===== src/rtl/pio_pkg.sv =====
package pio_pkg;

    localparam int DATA_W    = 8;
    localparam int BANK_W    = 2;
    localparam int ADDR_W    = BANK_W + 1;
    localparam int NUM_BANKS = 3;
    localparam int NUM_SLOTS = 1 << BANK_W;
    localparam int CNT_W     = 5;

    typedef enum logic [1:0] {
        PH_IDLE,
        PH_SETUP,
        PH_ACTIVE,
        PH_RECOV
    } phase_e;

    typedef struct packed {
        logic [CNT_W-1:0] setup_clk;
        logic [CNT_W-1:0] active_clk;
        logic [CNT_W-1:0] recov_clk;
        logic             is_write;
    } cycle_plan_t;

    // Two-bit nonlinear setup code to clock count.
    function automatic logic [CNT_W-1:0] setup_clocks(input logic [1:0] code);
        case (code)
            2'b00:   return CNT_W'(4);
            2'b10:   return CNT_W'(3);
            2'b01:   return CNT_W'(2);
            default: return CNT_W'(5);
        endcase
    endfunction

    // A zero nibble stands for sixteen clocks.
    function automatic logic [CNT_W-1:0] nib_clocks(input logic [3:0] n);
        return (n == 4'd0) ? CNT_W'(16) : {1'b0, n};
    endfunction

    function automatic logic [CNT_W-1:0] active_clocks(input logic [3:0] an);
        logic [CNT_W-1:0] a;
        a = nib_clocks(an);
        return (a == CNT_W'(1)) ? CNT_W'(2) : a;
    endfunction

    function automatic logic [CNT_W-1:0] recov_clocks(input logic [3:0] an,
                                                      input logic [3:0] rn,
                                                      input logic       plus1);
        logic [CNT_W-1:0] a;
        logic [CNT_W-1:0] r;
        a = nib_clocks(an);
        r = nib_clocks(rn);
        if (a > CNT_W'(3) && r == CNT_W'(1))
            r = CNT_W'(2);
        return r + {{(CNT_W-1){1'b0}}, plus1};
    endfunction

    function automatic logic [BANK_W-1:0] drive_bank(input logic [1:0] drive);
        return drive[1] ? BANK_W'(2) : {{(BANK_W-1){1'b0}}, drive[0]};
    endfunction

endpackage


===== src/rtl/pio_regfile.sv =====
module pio_regfile
    import pio_pkg::*;
(
    input  logic              clk,
    input  logic              rst,
    input  logic              cfg_we,
    input  logic              cfg_setup_only,
    input  logic [ADDR_W-1:0] cfg_addr,
    input  logic [DATA_W-1:0] cfg_wdata,
    input  logic [ADDR_W-1:0] cfg_raddr,
    output logic [DATA_W-1:0] cfg_rdata,
    input  logic [BANK_W-1:0] lk_bank,
    output logic [1:0]        lk_setup_code,
    output logic [DATA_W-1:0] lk_timing
);

    logic [DATA_W-1:0] setup_q  [NUM_SLOTS];
    logic [DATA_W-1:0] timing_q [NUM_SLOTS];

    logic [BANK_W-1:0] wbank;
    logic [BANK_W-1:0] rbank;
    assign wbank = cfg_addr[ADDR_W-1:1];
    assign rbank = cfg_raddr[ADDR_W-1:1];

    for (genvar b = 0; b < NUM_SLOTS; b++) begin : g_bank
        if (b < NUM_BANKS) begin : g_live
            always_ff @(posedge clk) begin
                if (rst) begin
                    setup_q[b]  <= '0;
                    timing_q[b] <= '0;
                end else if (cfg_we && wbank == BANK_W'(b)) begin
                    if (cfg_addr[0])
                        timing_q[b] <= cfg_wdata;
                    else if (cfg_setup_only)
                        setup_q[b] <= {cfg_wdata[DATA_W-1:DATA_W-2], setup_q[b][DATA_W-3:0]};
                    else
                        setup_q[b] <= cfg_wdata;
                end
            end
        end else begin : g_hole
            assign setup_q[b]  = '0;
            assign timing_q[b] = '0;
        end
    end

    assign cfg_rdata     = cfg_raddr[0] ? timing_q[rbank] : setup_q[rbank];
    assign lk_setup_code = setup_q[lk_bank][DATA_W-1:DATA_W-2];
    assign lk_timing     = timing_q[lk_bank];

    // a setup-only write leaves the low six bits of its register alone
    a_r3_setup_low_kept: assert property (@(posedge clk) disable iff (rst)
        (cfg_we && cfg_setup_only && !cfg_addr[0] && wbank < BANK_W'(NUM_BANKS))
        |=> (setup_q[$past(wbank)][DATA_W-3:0] == $past(setup_q[wbank][DATA_W-3:0])));

endmodule


===== src/rtl/pio_sequencer.sv =====
module pio_sequencer
    import pio_pkg::*;
(
    input  logic              clk,
    input  logic              rst,
    input  logic              req_valid,
    input  cycle_plan_t       plan,
    output logic              busy,
    output logic              cyc_setup,
    output logic              cyc_rd,
    output logic              cyc_wr,
    output logic              done
);

    phase_e           phase_q;
    logic [CNT_W-1:0] cnt_q;
    cycle_plan_t      plan_q;
    logic             done_q;

    always_ff @(posedge clk) begin
        if (rst) begin
            phase_q <= PH_IDLE;
            cnt_q   <= '0;
            plan_q  <= '0;
            done_q  <= 1'b0;
        end else begin
            done_q <= 1'b0;
            case (phase_q)
                PH_IDLE: begin
                    if (req_valid) begin
                        plan_q  <= plan;
                        cnt_q   <= plan.setup_clk - CNT_W'(1);
                        phase_q <= PH_SETUP;
                    end
                end
                PH_SETUP: begin
                    if (cnt_q == '0) begin
                        cnt_q   <= plan_q.active_clk - CNT_W'(1);
                        phase_q <= PH_ACTIVE;
                    end else begin
                        cnt_q <= cnt_q - CNT_W'(1);
                    end
                end
                PH_ACTIVE: begin
                    if (cnt_q == '0) begin
                        cnt_q   <= plan_q.recov_clk - CNT_W'(1);
                        phase_q <= PH_RECOV;
                    end else begin
                        cnt_q <= cnt_q - CNT_W'(1);
                    end
                end
                default: begin
                    if (cnt_q == '0) begin
                        phase_q <= PH_IDLE;
                        done_q  <= 1'b1;
                    end else begin
                        cnt_q <= cnt_q - CNT_W'(1);
                    end
                end
            endcase
        end
    end

    assign busy      = (phase_q != PH_IDLE);
    assign cyc_setup = (phase_q == PH_SETUP);
    assign cyc_rd    = (phase_q == PH_ACTIVE) && !plan_q.is_write;
    assign cyc_wr    = (phase_q == PH_ACTIVE) &&  plan_q.is_write;
    assign done      = done_q;

    // at most one of setup, read strobe and write strobe at a time
    a_r9_phase_exclusive: assert property (@(posedge clk) disable iff (rst)
        $onehot0({cyc_setup, cyc_rd, cyc_wr}));

    // a strobe always starts straight out of the setup phase
    a_r9_strobe_after_setup: assert property (@(posedge clk) disable iff (rst)
        $rose(cyc_rd || cyc_wr) |-> $past(cyc_setup));

    // done marks the first idle cycle after a busy one
    a_r9_done_after_busy: assert property (@(posedge clk) disable iff (rst)
        done |-> (!busy && $past(busy)));

    // a new setup phase only begins from idle
    a_r10_no_restart: assert property (@(posedge clk) disable iff (rst)
        $rose(cyc_setup) |-> !$past(busy));

endmodule


===== src/rtl/pio_timing_gen.sv =====
module pio_timing_gen
    import pio_pkg::*;
(
    input  logic              clk,
    input  logic              rst,
    input  logic              rev_plus1,
    input  logic              cfg_we,
    input  logic              cfg_setup_only,
    input  logic [ADDR_W-1:0] cfg_addr,
    input  logic [DATA_W-1:0] cfg_wdata,
    input  logic [ADDR_W-1:0] cfg_raddr,
    output logic [DATA_W-1:0] cfg_rdata,
    input  logic              req_valid,
    input  logic [1:0]        req_drive,
    input  logic              req_write,
    output logic              busy,
    output logic              cyc_setup,
    output logic              cyc_rd,
    output logic              cyc_wr,
    output logic              done
);

    logic [1:0]        sel_code;
    logic [DATA_W-1:0] sel_timing;
    cycle_plan_t       plan;

    pio_regfile u_regs (
        .clk            (clk),
        .rst            (rst),
        .cfg_we         (cfg_we),
        .cfg_setup_only (cfg_setup_only),
        .cfg_addr       (cfg_addr),
        .cfg_wdata      (cfg_wdata),
        .cfg_raddr      (cfg_raddr),
        .cfg_rdata      (cfg_rdata),
        .lk_bank        (drive_bank(req_drive)),
        .lk_setup_code  (sel_code),
        .lk_timing      (sel_timing)
    );

    always_comb begin
        plan.setup_clk  = setup_clocks(sel_code);
        plan.active_clk = active_clocks(sel_timing[7:4]);
        plan.recov_clk  = recov_clocks(sel_timing[7:4], sel_timing[3:0], rev_plus1);
        plan.is_write   = req_write;
    end

    pio_sequencer u_seq (
        .clk       (clk),
        .rst       (rst),
        .req_valid (req_valid),
        .plan      (plan),
        .busy      (busy),
        .cyc_setup (cyc_setup),
        .cyc_rd    (cyc_rd),
        .cyc_wr    (cyc_wr),
        .done      (done)
    );

endmodule


===== config.mk =====
export PLATFORM = sky130hd
export DESIGN_NAME = pio_timing_gen
export DESIGN_NICKNAME = d
export VERILOG_FILES = /design/src/rtl/pio_pkg.sv /design/src/rtl/pio_regfile.sv /design/src/rtl/pio_sequencer.sv /design/src/rtl/pio_timing_gen.sv
export SDC_FILE = /design/constraint.sdc
export NUM_CORES = 1
export LEC_CHECK = 0
export BUFFER_PORTS_ARGS = -buffer_cell sky130_fd_sc_hd__buf_2
export CAP_MARGIN = 20
export CORE_UTILIZATION = 53
export CTS_CLUSTER_SIZE = 12
export DETAILED_ROUTE_END_ITERATION = 7
export PLACE_DENSITY = 0.71
export RECOVER_POWER = 25
export SYNTH_ARGS = -nofsm -noshare
export SYNTH_HDL_FRONTEND = slang
export SYNTH_SLANG_ARGS = --single-unit

===== constraint.sdc =====
create_clock -name clk -period 2 [get_ports clk]
set_input_delay 0.1 -clock clk [delete_from_list [all_inputs] [get_ports clk]]
set_output_delay 0.1 -clock clk [all_outputs]
set_load 0.005 [all_outputs]

==> results.md <==
* Status: finished clean
* Most frequent cell after synthesis: nand2_1
* FMAX at slightly above 500 MHz
* Vias per cell at roughly 5.7
* Crit. Startpoint: u_regs.timing_q[30]
* Die height at 86.35 um
* Maximum vdd ir drop at 0.0004393 V
* Ranking of synthesized cells by area: dfxtp_1, mux2i_1, nand2_1, mux4_2, a21oi_1
* Pwr/cell area at 967.1 nW/um2
* Vias at 3,281
* Post-CTS setup buffer count at 0
* Final core occ at 0.6311
* Global-route wire length before repair at 14.87 mm
* Drt total wl at between 9 and 10 mm
* Top FF cell, synth: dfxtp_1
* Synthesized Nets at around 470
* Clk Latency, worst-skew pair at around 0.35 ns
* Synth Area per Inst at roughly 8.7 um2
* Setup violators final at 0
* Synth area leader: dfxtp_1
* Final period utilization at 0.9710
* EDFF count, synth at 0
* Slew HR at 0.07000
* Clock-pin slew on the worst setup and hold paths at 0.09 ns
* TritonRoute pass-1 iters at 5
* Nets@finish at 506
* Static Leak at 1.631 nW
* Clock Tree Buf Depth at 2
* Final hold viol count at 0
* Max-Cap Viols at 0
* Clock root buffer: clkbuf_8
* Vias in the first global route at 3,033
* DRC at 0
* Fin worst setup slack at 0.05800 ns
* Largest net degree at the start of global routing at 31
* Grt ovf at 0
* Mapped Area at 3771 um2
* Die X at about 86 um
* Post-DRT Antenna Nets at 0
* Cell variety after synth at 56
* RSZ-0062 raised after global routing: true
* Io pins at 36
* Critical Path Sink: u_seq.plan_q[5]
* Wire per inst at approximately 16 um
* Area grow syn2layout at 14.33%
* Top cells by count, synth: nand2_1, dfxtp_1, mux2i_1
* Sequential cell area fraction in the yosys report at 0.3557
* Fill cell count at 620
* Placer Congestion at 0.8236
* Worst-path maximum fanout at 3
* Antenna cell count at 0
* Worst path required time at between 2 and 2.5 ns
* Port bufs at 35
* Yosys top cell area share at 0.3557
* CTS sink count at 67
* Flop2flop setup slack at between 0.05 and 0.06 ns
* CTS buffer count at 9
* Starting density of the core at 0.5520
* Crit path capture type: register
* Max H-tree Level at 3
* Hold WC Path Type: input pin to register
* TritonCTS clock tree: built
* Detail Placement HPWL at 6.504 mm
* Yosys Warn Count at 0
* Share of layout cells above drive strength 1 at 0.2038
* Setup TNS at 0 ns
* Yosys reg bits at 67
* Place WS at -0.01663 ns
* Total Power at 4.170 mW
* Rows at 30
* Worst hold slack at approximately 0.041 ns
* Slew Limit Fails at 0
* Async SR Flop Fraction at 0
* Origin of the critical flop-to-flop path: u_regs.timing_q[30]
* Worst reg2reg endpoint: u_seq.plan_q[5]
* Total Routing Usage GR at 0.2602
* Startpoint types: register
* Initial antenna violation count at 0
* Clk_skew at 0.01083 ns
* Worst reg2reg path depth at 8
* Post-Syn Instances at approximately 430
* Critical path type: register to register
* Min Tclk post-route at 1.942 ns
* Crit path DAT at 2.20 ns
* Core area at 6832 um2
* Number of DRC markers in iteration 0 at 241
* Least-Margin Pin Slew at 1.395 ns
* Area of the die at 7456 um2
metrics by stage:
stage          instance area (um2)  cells
6_report                      4312    572
5_1_grt                       4312    572
4_1_cts                       4283    572
3_5_place_dp                  4068    555
3_3_place_gp                  4068    555
2_1_floorplan                 3771    433
power breakdown:
group	internal [mW]	switching [mW]
Clock	0.596	0.578
Combinational	0.621	0.786
Sequential	1.46	0.133
Total	2.67	1.50
what timing repair did:
action	4_1_cts	5_1_grt
endpoints found under the hold margin	1	0
setup endpoints to repair	1	2
resized for setup	1	6
pin swaps	1	5
hold buffers	1	0
routing by layer:
metal  up-vias  share of wire  GRT usage
met5         -              0          0
met4         0          0.014    0.08030
met3        17          0.065    0.05048
met2       121           0.48     0.4358
met1      1544           0.44     0.3401
li1       1599              -          -
how the worst min path moves through the flow:
stage,cells past startpoint,startpoint,end
after global routing,3,cfg_wdata[2],u_regs.timing_q[26]
after CTS,3,cfg_wdata[6],u_regs.timing_q[14]
after floorplan,2,cfg_wdata[0],u_regs.timing_q[24]
final,3,cfg_wdata[3],u_regs.timing_q[27]
after detailed placement,3,req_write,u_seq.plan_q[0]
after global placement,3,req_write,u_seq.plan_q[0]
sequential cells by signal (all words and copies together), names as in the netlist:
register / flops
u_seq.phase_q: 2
u_regs.timing_q: 24
u_seq.cnt_q: 5
u_seq.plan_q: 11
u_regs.setup_q: 24
u_seq.done: 1
cell type report:
type / instances / area (um2) / share of cell area
clock buffer: 9 / 123.9 / 0.02873
clock inverter: 7 / 78.83 / 0.01828
inverter: 20 / 75.07 / 0.01741
multi-input combinational: 321 / 2271 / 0.5267
sequential: 67 / 1343 / 0.3114
tap: 96 / 120.1 / 0.02786
timing repair buffer: 52 / 300.3 / 0.06965
critical path: stages (launching register included):
cell and delay, ns:
dfxtp_2 0.33, mux2_4 0.28, mux2i_4 0.16, o211ai_1 0.19, a41oi_2 0.21, ha_2 0.24, ha_4 0.14, nand3_1 0.08
a311oi_2 0.22
kinds of logic after synthesis:
group / count (synthesis) / synth area share
and+or+nand+nor: 163 / 0.2127
buffers and inverters: 45 / 0.05142
AOI/OAI and AO/OA: 85 / 0.1430
xor gates and xnor gates: 3 / 0.006969
adders and majority gates: 12 / 0.03981
muxes: 58 / 0.1904
DFF: 67 / 0.3557
cell usage in the layout, fill, tap and decap left out, types with 6 or more instances in the layout:
master / n
mux2i_1: 44
buf_2: 33
nor2b_1: 7
nand3_1: 6
ha_1: 10
nand2_1: 72
nor3_1: 8
buf_4: 15
a21oi_1: 30
nand2b_1: 9
nor2_1: 37
clkbuf_8: 9
o22ai_1: 8
dfxtp_1: 66
inv_1: 20
o21ai_0: 17
mux4_2: 8
o21a_1: 6
Note: power is estimated with default switching activity, not from simulation.
